$ cat config.mk
export PLATFORM = sky130hd
export DESIGN_NAME = pwrup_seq
export DESIGN_NICKNAME = d
export VERILOG_FILES = /design/src/rtl/pwrup_pkg.sv /design/src/rtl/pwrup_tick_timer.sv /design/src/rtl/pwrup_edge_counter.sv /design/src/rtl/pwrup_seq.sv
export SDC_FILE = /design/constraint.sdc
export NUM_CORES = 1
export LEC_CHECK = 0
export ABC_AREA = 1
export ABC_CLOCK_PERIOD_IN_PS = 2620
export BUFFER_PORTS_ARGS = -buffer_cell sky130_fd_sc_hd__buf_2
export CAP_MARGIN = 40
export CORE_UTILIZATION = 45
export CTS_CLUSTER_SIZE = 20
export DETAILED_ROUTE_END_ITERATION = 10
export PLACE_DENSITY = 0.72
export SYNTH_ARGS = -nofsm -noshare
export SYNTH_HDL_FRONTEND = slang
export SYNTH_HIERARCHICAL = 1
export SYNTH_SLANG_ARGS = --single-unit
$ cat constraint.sdc
create_clock -name clk_i -period 2.62 [get_ports clk_i]
set_clock_uncertainty 0.2 [all_clocks]
set_input_delay 0.131 -clock clk_i [delete_from_list [all_inputs] [get_ports clk_i]]
set_output_delay 0.131 -clock clk_i [all_outputs]
set_load 0.02 [all_outputs]
$ cat src/rtl/pwrup_pkg.sv
package pwrup_pkg;
  typedef enum logic [2:0] {
    PH_IDLE  = 3'd0,
    PH_DELAY = 3'd1,
    PH_OSC   = 3'd2,
    PH_PLL   = 3'd3,
    PH_RUN   = 3'd4
  } phase_e;

  localparam logic [2:0] MODE_HSPLL = 3'd3;

  function automatic logic is_xtal(input logic [2:0] mode);
    return mode <= 3'd3;
  endfunction
endpackage

$ cat src/rtl/pwrup_tick_timer.sv
module pwrup_tick_timer #(
  parameter int unsigned W = 8
) (
  input  logic         clk_i,
  input  logic         rst_ni,
  input  logic         run_i,
  input  logic         tick_i,
  input  logic [W-1:0] limit_i,
  output logic         done_o
);
  logic [W-1:0] cnt_q;

  assign done_o = run_i && tick_i && (cnt_q == limit_i - W'(1));

  always_ff @(posedge clk_i or negedge rst_ni) begin
    if (!rst_ni)      cnt_q <= '0;
    else if (!run_i)  cnt_q <= '0;
    else if (tick_i)  cnt_q <= done_o ? '0 : cnt_q + W'(1);
  end


  tick_cnt_bound_chk: assert property (@(posedge clk_i) disable iff (!rst_ni)
    run_i |-> cnt_q < limit_i);
endmodule

$ cat src/rtl/pwrup_edge_counter.sv
module pwrup_edge_counter #(
  parameter int unsigned EDGES = 1024
) (
  input  logic clk_i,
  input  logic rst_ni,
  input  logic osc_i,
  input  logic run_i,
  output logic done_o
);
  localparam int unsigned CW = $clog2(EDGES + 1);
  localparam logic [CW-1:0] LAST = CW'(EDGES - 1);

  logic [2:0]    sync_q;  // [0],[1] synchronizer, [2] edge history
  logic          rise;
  logic [CW-1:0] cnt_q;

  assign rise   = sync_q[1] & ~sync_q[2];
  assign done_o = run_i && rise && (cnt_q == LAST);

  always_ff @(posedge clk_i or negedge rst_ni) begin
    if (!rst_ni) sync_q <= '0;
    else         sync_q <= {sync_q[1:0], osc_i};
  end

  always_ff @(posedge clk_i or negedge rst_ni) begin
    if (!rst_ni)     cnt_q <= '0;
    else if (!run_i) cnt_q <= '0;
    else if (rise)   cnt_q <= done_o ? '0 : cnt_q + CW'(1);
  end


  osc_cnt_bound_chk: assert property (@(posedge clk_i) disable iff (!rst_ni)
    run_i |-> cnt_q <= LAST);

  single_rise_chk: assert property (@(posedge clk_i) disable iff (!rst_ni)
    rise |=> !rise);
endmodule

$ cat src/rtl/pwrup_seq.sv
module pwrup_seq
  import pwrup_pkg::*;
#(
  parameter int unsigned DELAY_TICKS = 72,
  parameter int unsigned PLL_TICKS   = 2,
  parameter int unsigned OSC_EDGES   = 1024
) (
  input  logic       clk_i,
  input  logic       rst_ni,
  input  logic       tick_i,
  input  logic       osc_i,
  input  logic       por_i,
  input  logic       bor_i,
  input  logic       ext_rst_i,
  input  logic       pwrt_en_i,
  input  logic [2:0] osc_mode_i,
  input  logic       flag_clr_i,
  output logic       reset_hold_o,
  output logic [2:0] phase_o,
  output logic       por_flag_o,
  output logic       bor_flag_o,
  output logic       ext_flag_o
);
  localparam int unsigned MAXT = (DELAY_TICKS > PLL_TICKS) ? DELAY_TICKS : PLL_TICKS;
  localparam int unsigned TW   = $clog2(MAXT + 1);
  localparam int unsigned NCAUSE = 3;

  phase_e        state_q, state_d;
  logic          supply_q;      // supply event pending since last RUN
  logic          hold_q;
  logic          any_rst;
  logic          tmr_run, tmr_done, osc_run, osc_done;
  logic [TW-1:0] tmr_limit;
  logic [NCAUSE-1:0] cause_in, flag_q;

  assign any_rst = por_i | bor_i | ext_rst_i;

  assign tmr_run   = (state_q == PH_DELAY) || (state_q == PH_PLL);
  assign tmr_limit = (state_q == PH_PLL) ? TW'(PLL_TICKS) : TW'(DELAY_TICKS);
  assign osc_run   = (state_q == PH_OSC);

  pwrup_tick_timer #(.W(TW)) i_timer (
    .clk_i   (clk_i),
    .rst_ni  (rst_ni),
    .run_i   (tmr_run),
    .tick_i  (tick_i),
    .limit_i (tmr_limit),
    .done_o  (tmr_done)
  );

  pwrup_edge_counter #(.EDGES(OSC_EDGES)) i_osc_cnt (
    .clk_i  (clk_i),
    .rst_ni (rst_ni),
    .osc_i  (osc_i),
    .run_i  (osc_run),
    .done_o (osc_done)
  );

  always_comb begin
    state_d = state_q;
    unique case (state_q)
      PH_IDLE: begin
        if (supply_q && pwrt_en_i)  state_d = PH_DELAY;
        else if (is_xtal(osc_mode_i)) state_d = PH_OSC;
        else                          state_d = PH_RUN;
      end
      PH_DELAY: if (tmr_done) state_d = is_xtal(osc_mode_i) ? PH_OSC : PH_RUN;
      PH_OSC:   if (osc_done) state_d = (osc_mode_i == MODE_HSPLL) ? PH_PLL : PH_RUN;
      PH_PLL:   if (tmr_done) state_d = PH_RUN;
      PH_RUN:   state_d = PH_RUN;
      default:  state_d = PH_IDLE;
    endcase
    if (any_rst) state_d = PH_IDLE;
  end

  always_ff @(posedge clk_i or negedge rst_ni) begin
    if (!rst_ni) begin
      state_q  <= PH_IDLE;
      supply_q <= 1'b1;
      hold_q   <= 1'b1;
    end else begin
      state_q  <= state_d;
      hold_q   <= (state_d != PH_RUN);
      if (por_i || bor_i)                            supply_q <= 1'b1;
      else if (state_d == PH_RUN && state_q != PH_RUN) supply_q <= 1'b0;
    end
  end

  assign cause_in = {ext_rst_i, bor_i, por_i};

  for (genvar g = 0; g < NCAUSE; g++) begin : g_flag
    always_ff @(posedge clk_i or negedge rst_ni) begin
      if (!rst_ni)          flag_q[g] <= 1'b0;
      else if (cause_in[g]) flag_q[g] <= 1'b1;
      else if (flag_clr_i)  flag_q[g] <= 1'b0;
    end

    flag_sticky_chk: assert property (@(posedge clk_i) disable iff (!rst_ni)
      (flag_q[g] && !flag_clr_i) |=> flag_q[g]);
  end

  assign reset_hold_o = hold_q;
  assign phase_o      = state_q;
  assign por_flag_o   = flag_q[0];
  assign bor_flag_o   = flag_q[1];
  assign ext_flag_o   = flag_q[2];


  release_only_in_run_chk: assert property (@(posedge clk_i) disable iff (!rst_ni)
    !reset_hold_o |-> state_q == PH_RUN);

  restart_to_idle_chk: assert property (@(posedge clk_i) disable iff (!rst_ni)
    any_rst |=> state_q == PH_IDLE);

  delay_entry_chk: assert property (@(posedge clk_i) disable iff (!rst_ni)
    (state_q == PH_DELAY && $past(state_q) != PH_DELAY) |-> $past(pwrt_en_i));

  pll_entry_chk: assert property (@(posedge clk_i) disable iff (!rst_ni)
    (state_q == PH_PLL && $past(state_q) != PH_PLL)
      |-> ($past(state_q) == PH_OSC && $past(osc_mode_i) == MODE_HSPLL));
endmodule

==> metrics.cfg, run 1 <==
[logic_synthesis]
synthDistinctLibCells=31
synth_top_family_by_area=simple AND/OR/NAND/NOR gates
synth_mux_area_frac=0
postSynthCellCount=274
yosysWarnings=6
yosys.area_share.simple=0.401
synth_area_um2=1890
synth_xor_area_frac=0.0464
synth_compound_area_frac=0.0504
synth-seq-cells=29
postSynthAreaPerCell_um2=6.88
seq_area_frac_synth=0.386
synth-adder-area-share=0.0199

[timing]
slew_violations=0
slew_headroom=0.574
tns_ns=0
finalSetupViolations=0
final.min_clock_period_ns=2.43
final_hold_viol_count=0
post-route-period-util=0.929
whs_ns=0.0196
fmax_ghz=0.411
worst_pin_slew_ns=0.639

[critical_path]
crit_path_max_fanout=8
worst-setup-path-type=reg -> reg
end_kind=flip-flop
required_ns=2.64
cp.arrival_ns=2.45
crit_path_start_kind=flip-flop

[outcome]
outcome=complete, no violations

[floorplan]
die_w_um=66.7
die-area_um2=4450
std_cell_rows=23
start_util=0.471
core_um2=4000
io_pins=19
die_h_um=66.7

[drt]
wl_per_cell_um=10.6
dr_wl_met2_um=1860
drtAntennaViolNets=0
post-route-drc-count=0
wirelength_um=3930
top_layer=met4
wl_met1_um=1880
via_per_inst=4.60
num_vias=1710
dr.pass1.iters=4
dr_wl_met3_um=117
drt_iter0_drc=91

[layout]
fin_nets=336
layoutNonFillerInstCount=372
num-fill-cells=380
final_area_um2=2290
diodes=0
syn2layout_area_growth_pct=21.6
drive_gt1_frac=0.161

[power_and_ir_drop]
swShare=0.246
clkPwrFrac=0.430
p_leak_uw=0.00113
seq_power_share=0.476
p_int_uw=728
ir_drop_v=0.000328
switching_power_uw=238
p_per_area_nw_per_um2=421
finalPower_uw=966
pwr-share-comb=0.094

[clock_network]
root_buffer=clkbuf_8
cts_tree=yes
clockBufferDepth=2
clk_pin_slew_ns=0.07
clkLatencyLatePin_ns=0.28
htreeDepth=2
cts_buffers=5
cts_num_sinks=29

[global_routing]
grt_pass1_vias=1563
grt_max_degree=30
antenna_found_initial=0
track_usage=0.203
grt_pass1_wl_um=6670
grt_overflow=0

[worst_hold_path]
min_path_type=in -> reg

[placed_design]
hpwl_um=2800
gp_congestion=0.857
placed_cell_area_um2=2090
port-buffer-count=18
dp.cells=355

[run]
drv_cap=0

-- kinds of logic after synthesis --
kind of cell | count (synthesis)
AOI/OAI and AO/OA | 18
xor gates and xnor gates | 10
adders and majority gates | 3
buffers and inverters | 44
DFF | 29
other | 1
and+or+nand+nor | 169
-- placed cells by master, fill, tap and decap left out, drive strengths merged --
master | Yosys | layout
clkinv | 2 | 3
conb | 1 | 13
nor2 | 43 | 43
nor3 | 2 | 2
buf | 2 | 21
dfrtp | 27 | 27
xor2 | 5 | 5
or2 | 1 | 1
nand2 | 96 | 96
clkbuf | 0 | 7
nand4 | 8 | 8
nand3b | 1 | 1
xnor2 | 5 | 5
a21oi | 3 | 3
nand3 | 17 | 17
dfstp | 2 | 2
dlygate4sd3 | 0 | 9
o21ai | 13 | 13
o21bai | 2 | 2
ha | 3 | 3
nor3b | 1 | 1
inv | 40 | 40
-- per-stage QoR --
| step | setup slack (ns) | util |
|---|---|---|
| finish | 0.186 | 0.573 |
| detailed placement | 0.116 | 0.522 |
| floorplan | 0.0554 | - |
| global placement | 0.172 | 0.522 |
| global route | -0.00549 | 0.573 |
| CTS | 0.103 | 0.570 |
-- timing repair --
item | 4_1_cts | 5_1_grt
hold buffers | 9 | 0
hold endpoints to repair | 35 | 0
setup buffers | 0 | 0
resized for setup | 0 | 2
setup endpoints to repair | 0 | 4
-- power groups by stage --
| stage | Combinational, uW | Clock (uW) | Sequential, uW |
|---|---|---|---|
| 5_1_grt | 105 | 439 | 460 |
| 2_1_floorplan | 40.4 | 0 | 474 |
| 6_report | 91.2 | 415 | 460 |
| 3_5_place_dp | 79.2 | 0 | 468 |
| 4_1_cts | 90.1 | 426 | 460 |
| 3_3_place_gp | 78.2 | 0 | 468 |
-- sequential cells by signal (all words and copies together), names as in the netlist --
register	count
bor_flag_o	1
ext_flag_o	1
i_osc_cnt/cnt_q	11
i_osc_cnt/sync_q	3
i_timer/cnt_q	7
phase_o	3
por_flag_o	1
reset_hold_o	1
supply_q	1
-- area by class of cell --
cell class	count	area, um2	area share
multi-input cells	213	1040	0.453
flip-flops and latches	29	728	0.318
repair buffers	30	203	0.0884
inverters	42	160	0.0699
clock buffers	7	96.3	0.0420
well taps	50	62.6	0.0273
clock inverters	1	5.00	0.00218
-- layer usage --
| layer | vias up | GRT usage |
|---|---|---|
| met5 | - | 0 |
| met4 | 0 | 0.0824 |
| met3 | 8 | 0.0548 |
| met2 | 17 | 0.327 |
| met1 | 760 | 0.253 |
| li1 | 925 | - |
-- critical path, cell delays in order, from the launching register on --
cell     delay [ns]
dfrtp_1        0.41
nor3_4         0.25
inv_4          0.05
ha_1           0.29
nor2_1         0.04
nor2_1         0.10
nand2_1        0.06
nor2_1         0.11
nand2_2        0.07
nor2_4         0.09
nand2_4        0.09
nor2_4         0.09
inv_1          0.04
nand2_1        0.09
nand2_1        0.08
nor2_2         0.12
nand4_1        0.08
nand2_1        0.06
nand2_1        0.04
-- final timing paths --
kind / startpoint / cells after the start / end / slack, ns
min: tick_i / 5 / i_timer/cnt_q[3] / 0.02
min reg2reg: i_osc_cnt/sync_q[0] / 0 / i_osc_cnt/sync_q[1] / 0.15
max: phase_o[2] / 18 / supply_q / 0.19
max reg2reg: phase_o[2] / 18 / supply_q / 0.19
min in group asynchronous: rst_ni / 2 / i_osc_cnt/cnt_q[2] / 0.21
max in group asynchronous: rst_ni / 2 / i_timer/cnt_q[0] / 1.59
-- synth_stat cells --
cell type   n  area share
nor2_4      2       0.012
nor3_2      1      0.0053
nor3b_1     1      0.0040
nand2_4     2       0.012
nand2_2     2      0.0066
conb_1      1      0.0020
nand4_1     7       0.023
nand3_2     2       0.011
buf_6       1      0.0060
inv_1      34       0.068
nor3_1      1      0.0027
ha_1        3       0.020
xor2_1      5       0.023
a21oi_1     3      0.0080
o21ai_1     5       0.013
xnor2_1     5       0.023
inv_4       1      0.0033
buf_2       1      0.0027
nand3_1    15       0.040
nor2_2      5       0.017
or2_0       1      0.0033
o21ai_0     8       0.021
nand4_2     1      0.0066
nor2_1     36       0.072
nand2_1    92        0.18
nand3b_1    1      0.0040
o21bai_1    2      0.0080
inv_2       5       0.010
clkinv_1    2      0.0040
dfstp_2     2       0.028
dfrtp_1    27        0.36
(Power assumes the default switching activity.)
==> run 2: changes to the inputs <==
--- a/config.mk
+++ b/config.mk
@@ -6,7 +6,7 @@
 export NUM_CORES = 1
 export LEC_CHECK = 0
 export ABC_AREA = 1
-export ABC_CLOCK_PERIOD_IN_PS = 2620
+export ABC_CLOCK_PERIOD_IN_PS = 2900
 export BUFFER_PORTS_ARGS = -buffer_cell sky130_fd_sc_hd__buf_2
 export CAP_MARGIN = 40
 export CORE_UTILIZATION = 45
==> constraint.sdc (replaced) <==
create_clock -name clk_i -period 2.9 [get_ports clk_i]
set_clock_uncertainty 0.2 [all_clocks]
set_input_delay 0.145 -clock clk_i [delete_from_list [all_inputs] [get_ports clk_i]]
set_output_delay 0.145 -clock clk_i [all_outputs]
set_load 0.02 [all_outputs]
==> run 2 against run 1 <==
Compared with the run above: sequential power is 9.6% lower; sequential cell count unchanged; design area up 0.76%; die area is the same; non-clock buffer count unchanged; hold slack gained 0.0079 ns; global-route usage is 0.44 points lower; utilization rose by 0.44 points; cell count did not move; via count grew 1.1%; critical path type unchanged; largest power group is now the clock network; highest routed layer unchanged.
==> metrics.cfg, run 2 (same netlist as run 1, synthesis figures left out) <==
[outcome]
outcome=complete, no violations

[placed_design]
hpwl_um=2730  ; -2.5%
placed_cell_area_um2=2080  ; -0.36%
gp_congestion=0.789  ; -8.0%
port-buffer-count=18  ; unchanged

[layout]
final_util=0.577  ; +0.00438
fin_nets=336  ; unchanged
layout_commonest_cell=nand2_1
top_regs=i_osc_cnt/cnt_q x11, i_timer/cnt_q x7
drive_gt1_frac=0.161  ; unchanged
final_area_um2=2310  ; +0.76%
diodes=0  ; unchanged
largest_reg_flops=11  ; unchanged
syn2layout_area_growth_pct=22.5
largest-register=i_osc_cnt/cnt_q
mostFrequentLayoutCells=nand2_1 (92), nor2_1 (36), inv_1 (34)

[timing]
final.min_clock_period_ns=2.53  ; +0.0954 ns
final_hold_viol_count=0  ; unchanged
worst_pin_slew_ns=0.635  ; -0.00342 ns
slew_headroom=0.577  ; +0.00228
finalSetupViolations=0  ; unchanged
post-route-period-util=0.872  ; -0.0568
tns_ns=0  ; unchanged
fmax_ghz=0.395  ; -3.8%
rsz0062_at_grt=false
slew_violations=0  ; unchanged

[critical_path]
crit_path_max_fanout=8  ; unchanged
critPathLaunch=phase_o[0]
cp.arrival_ns=2.54  ; +0.09 ns
crit_path_start_kind=flip-flop
end_kind=flip-flop
timing.rr.start=phase_o[0]
worst-setup-path-type=reg -> reg
required_ns=2.91  ; +0.27 ns

[drt]
wl_per_cell_um=10.0  ; -5.2%
drt_iter0_drc=54  ; -41%
num_vias=1729  ; +1.1%
drtAntennaViolNets=0  ; unchanged
post-route-drc-count=0  ; unchanged
dr.pass1.iters=4  ; unchanged
wirelength_um=3730  ; -5.2%
via_per_inst=4.65  ; +1.1%

[floorplan]
die_w_um=66.7  ; unchanged
io_pins=19  ; unchanged
core_um2=4000  ; unchanged
start_util=0.471  ; unchanged
die-area_um2=4450  ; unchanged
std_cell_rows=23  ; unchanged
die_h_um=66.7  ; unchanged

[clock_network]
post_cts.repair.setup_buffers=0  ; unchanged
cts_tree=yes
root_buffer=clkbuf_8
clkLatencyLatePin_ns=0.28  ; about the same
htreeDepth=2  ; unchanged
clk_pin_slew_ns=0.06  ; about the same
cts_num_sinks=29  ; unchanged
cts_buffers=5  ; unchanged
clockBufferDepth=2  ; unchanged

[power_and_ir_drop]
ir_drop_v=0.000307  ; -6.5%
p_leak_uw=0.00113  ; -0.15%
p_per_area_nw_per_um2=403  ; -4.3%

[run]
drv_cap=0  ; unchanged

[global_routing]
grt_pass1_vias=1561  ; -0.13%
grt_pass1_wl_um=6560  ; -1.7%
antenna_found_initial=0  ; unchanged
grt_max_degree=30  ; unchanged
grt_overflow=0  ; unchanged
track_usage=0.198  ; -0.00442

[worst_hold_path]
hp-start=tick_i
min_path_type=in -> reg

## run 2: cell count changes in the layout (fill, tap and decap cells not counted), sizes merged
cell,change
buf,-1
bufinv,+1
clkbuf,-1
clkinv,-1
clkinvlp,+1
dlygate4sd3,+1
## run 2: final timing paths
check | end | slack, ns | depth (start not counted)
min reg2reg | i_osc_cnt/sync_q[1] | 0.15 | 0
max in group asynchronous | phase_o[0] | 1.81 | 2
min in group asynchronous | i_osc_cnt/cnt_q[9] | 0.23 | 2
max reg2reg | supply_q | 0.37 | 19
min | i_timer/cnt_q[3] | 0.03 | 5
max | supply_q | 0.37 | 19
## run 2: power by group
group / switching (uW) / total, uW / internal [uW]
combinational: 48.5 / 81.5 / 33.0
sequential: 4.23 / 416 / 412
clock: 155 / 434 / 279
## run 2: layout make-up
type,instances,area (um2)
Clock buffer,6,82.6
Fill cell,391,1690
Clock inverter,2,37.5
Timing Repair Buffer,30,205
Multi-Input combinational cell,213,1030
Sequential cell,29,729
Inverter,42,160
Tap cell,50,62.6
## run 2: repair_timing
item / CTS / global route
endpoints found under the hold margin: 35 / 0
resized for setup: 0 / 2
hold buffers: 10 / 0
setup endpoints to repair: 0 / 4
## run 2: routing by layer
layer | share of wire | track usage | wire [um] | up-vias
li1 | - | - | - | 925
met1 | 0.46 | 0.241 | 1720 | 776
met2 | 0.49 | 0.333 | 1840 | 21
met3 | 0.028 | 0.0514 | 103 | 7
met4 | 0.017 | 0.0745 | 63 | 0
met5 | 0 | 0 | 0 | -
## run 2: metrics by stage
stage	hold WS [ns]	std cells	setup slack (ns)	total power, uW
final	0.0275	372	0.371	931
after global routing	0.0568	372	0.0226	975
after CTS	0.0212	372	0.224	952
after detailed placement	0.0108	354	0.244	493
after global placement	0.00528	354	0.343	492
after floorplan	-0.351	286	0.335	465
## run 2: worst max-delay path: stages, from the launching register on
cell,delay (ns)
dfrtp_2,0.42
inv_2,0.09
nor3_4,0.17
inv_4,0.05
ha_1,0.29
nor2_1,0.04
nor2_1,0.10
nand2_1,0.06
nor2_1,0.12
nand2_2,0.08
nor2_4,0.10
nand2_4,0.09
nor2_2,0.11
inv_1,0.06
nand2_1,0.09
nand2_1,0.08
nor2_2,0.13
nand4_1,0.08
nand2_1,0.06
nand2_1,0.04
==> run 3: changes to the inputs <==
--- a/config.mk
+++ b/config.mk
@@ -13,6 +13,7 @@
 export CTS_CLUSTER_SIZE = 20
 export DETAILED_ROUTE_END_ITERATION = 10
 export PLACE_DENSITY = 0.72
+export RECOVER_POWER = 50
 export SYNTH_ARGS = -nofsm -noshare
 export SYNTH_HDL_FRONTEND = slang
 export SYNTH_HIERARCHICAL = 1
==> run 3 against run 2 <==
Compared with the run above: the run now ends with max-capacitance violations, max-slew violations left; combinational power down 1%; first-iteration DRC count up 1.9%; total power about the same; fmax about the same; critical path depth unchanged; wire length up 0.27%; via count up 0.29%; utilization down 0.13 points; sequential cell count unchanged; hold slack about the same; design area down 0.22%; critical endpoint unchanged; largest cell class unchanged; highest routed layer unchanged.
==> metrics.cfg, run 3 (same netlist as run 1, synthesis figures left out) <==
[drt]
post-route-drc-count=0  ; unchanged
drtAntennaViolNets=0  ; unchanged
wirelength_um=3740  ; +0.27%
via_per_inst=4.66  ; +0.29%
wl_per_cell_um=10.0  ; +0.27%
num_vias=1734  ; +0.29%
drt_iter0_drc=55  ; +1.9%
dr.pass1.iters=5  ; +1

[layout]
largest_reg_flops=11  ; unchanged
layoutNonFillerInstCount=372  ; unchanged
top_regs=i_osc_cnt/cnt_q x11, i_timer/cnt_q x7
mostFrequentLayoutCells=nand2_1 (92), nor2_1 (36), inv_1 (34)
fin_nets=336  ; unchanged
diodes=0  ; unchanged
drive_gt1_frac=0.149  ; -0.0124
final_area_um2=2300  ; -0.22%
layout_commonest_cell=nand2_1
largest-register=i_osc_cnt/cnt_q
syn2layout_area_growth_pct=22.2

[timing]
tns_ns=0  ; unchanged
rsz0062_at_grt=false
slew_violations=30  ; +30
finalSetupViolations=0  ; unchanged
slew_headroom=-0.0241  ; -0.601
final.min_clock_period_ns=2.53  ; -0.000106 ns
fmax_ghz=0.395  ; about the same
post-route-period-util=0.872  ; about the same
worst_pin_slew_ns=1.54  ; +0.901 ns
final_hold_viol_count=0  ; unchanged

[global_routing]
grt_pass1_vias=1561  ; unchanged
grt_overflow=0  ; unchanged
grt_pass1_wl_um=6560  ; unchanged
antenna_found_initial=0  ; unchanged
track_usage=0.198  ; unchanged
grt_max_degree=30  ; unchanged

[floorplan]
core_um2=4000  ; unchanged
die_w_um=66.7  ; unchanged
start_util=0.471  ; unchanged
io_pins=19  ; unchanged
die-area_um2=4450  ; unchanged
std_cell_rows=23  ; unchanged
die_h_um=66.7  ; unchanged

[critical_path]
worstRegToRegCells=19  ; unchanged
cp.arrival_ns=2.54  ; about the same
end_kind=flip-flop
crit_path_start_kind=flip-flop
timing.rr.end=supply_q
r2r_slack_ns=0.37  ; about the same
worstSetupEndpoint=supply_q
timing.rr.start=phase_o[0]
critPathLaunch=phase_o[0]
crit_path_max_fanout=8  ; unchanged
worst-setup-path-type=reg -> reg
required_ns=2.91  ; about the same

[run]
drv_cap=1  ; +1

[power_and_ir_drop]
swShare=0.223  ; +0.000422
p_leak_uw=0.00112  ; -0.83%
seq_power_share=0.447  ; about the same
pwr-share-comb=0.087  ; about the same
clkPwrFrac=0.466  ; about the same
p_per_area_nw_per_um2=404  ; +0.13%
p_int_uw=723  ; -0.14%
switching_power_uw=208  ; +0.11%
ir_drop_v=0.000307  ; about the same

[placed_design]
port-buffer-count=18  ; unchanged
gp_congestion=0.789  ; unchanged
dp.cells=354  ; unchanged
placed_cell_area_um2=2080  ; unchanged
hpwl_um=2730  ; unchanged

[outcome]
outcome=complete, but fails checks
violations=max-capacitance violations, max-slew violations

[clock_network]
cts_buffers=5  ; unchanged
post_cts.repair.setup_buffers=0  ; unchanged
htreeDepth=2  ; unchanged
clk_pin_slew_ns=0.06  ; about the same
root_buffer=clkbuf_8
clkLatencyLatePin_ns=0.28  ; about the same
cts_tree=yes
cts_num_sinks=29  ; unchanged
clockBufferDepth=2  ; unchanged

[worst_hold_path]
min_path_type=in -> reg

run 3: changes by cell type in the layout (fill, tap and decap cells not counted), sizes merged:
| cell | previous run | this run |
|---|---|---|
| buf | 20 | 16 |
| clkbuf | 6 | 10 |
run 3: worst min path at each step:
stage	startpoint	to	slack, ns	cells after the start
global placement	rst_ni	i_osc_cnt/cnt_q[2]	0.005	1
CTS	tick_i	i_timer/cnt_q[3]	0.02	5
floorplan	rst_ni	bor_flag_o	-0.35	0
detailed placement	rst_ni	i_osc_cnt/cnt_q[0]	0.01	1
global route	tick_i	i_timer/cnt_q[3]	0.06	5
finish	tick_i	i_timer/cnt_q[3]	0.03	5
run 3: power groups by stage:
stage / Sequential, uW / Clock (uW) / Combinational, uW
2_1_floorplan: 429 / 0 / 36.5
6_report: 416 / 434 / 80.6
3_5_place_dp: 423 / 0 / 69.8
4_1_cts: 416 / 455 / 81.0
5_1_grt: 417 / 464 / 93.1
3_3_place_gp: 423 / 0 / 69.1
run 3: area by class of cell:
class	count	area, um2
fill	394	1700
multi-input combinational	213	1030
sequential	29	729
timing repair buffer	30	200
inverter	42	160
clock buffer	6	82.6
tap	50	62.6
clock inverter	2	37.5
run 3: worst max-delay path, cell delays in order, from the launching register on:
cell and delay, ns:
dfrtp_2 0.42, inv_2 0.09, nor3_4 0.17, inv_4 0.05, ha_1 0.29, nor2_1 0.04, nor2_1 0.10, nand2_1 0.06
nor2_1 0.12, nand2_2 0.08, nor2_4 0.10, nand2_4 0.09, nor2_2 0.11, inv_1 0.06, nand2_1 0.09, nand2_1 0.08
nor2_2 0.13, nand4_1 0.08, nand2_1 0.06, nand2_1 0.04
run 3: repair_timing:
action | in CTS | in global routing
setup endpoints to repair | 0 | 4
gates resized for setup | 0 | 2
hold endpoints to repair | 35 | 0
hold buffers | 10 | 0
run 3: routing by layer:
metal  up-vias  global-route usage  wire length, um
met5         -                   0                0
met4         0              0.0745               63
met3         7              0.0514              100
met2        23               0.333             1850
met1       780               0.241             1720
li1        924                   -                -
run 3: stage by stage:
step / worst slack, ns / utilization / power (uW) / hold WS (ns)
final: 0.371 / 0.576 / 931 / 0.0274
after global routing: 0.0226 / 0.576 / 974 / 0.0568
after CTS: 0.224 / 0.576 / 952 / 0.0212
after detailed placement: 0.244 / 0.520 / 493 / 0.0108
after global placement: 0.343 / 0.520 / 492 / 0.00528
after floorplan: 0.335 / - / 465 / -0.351
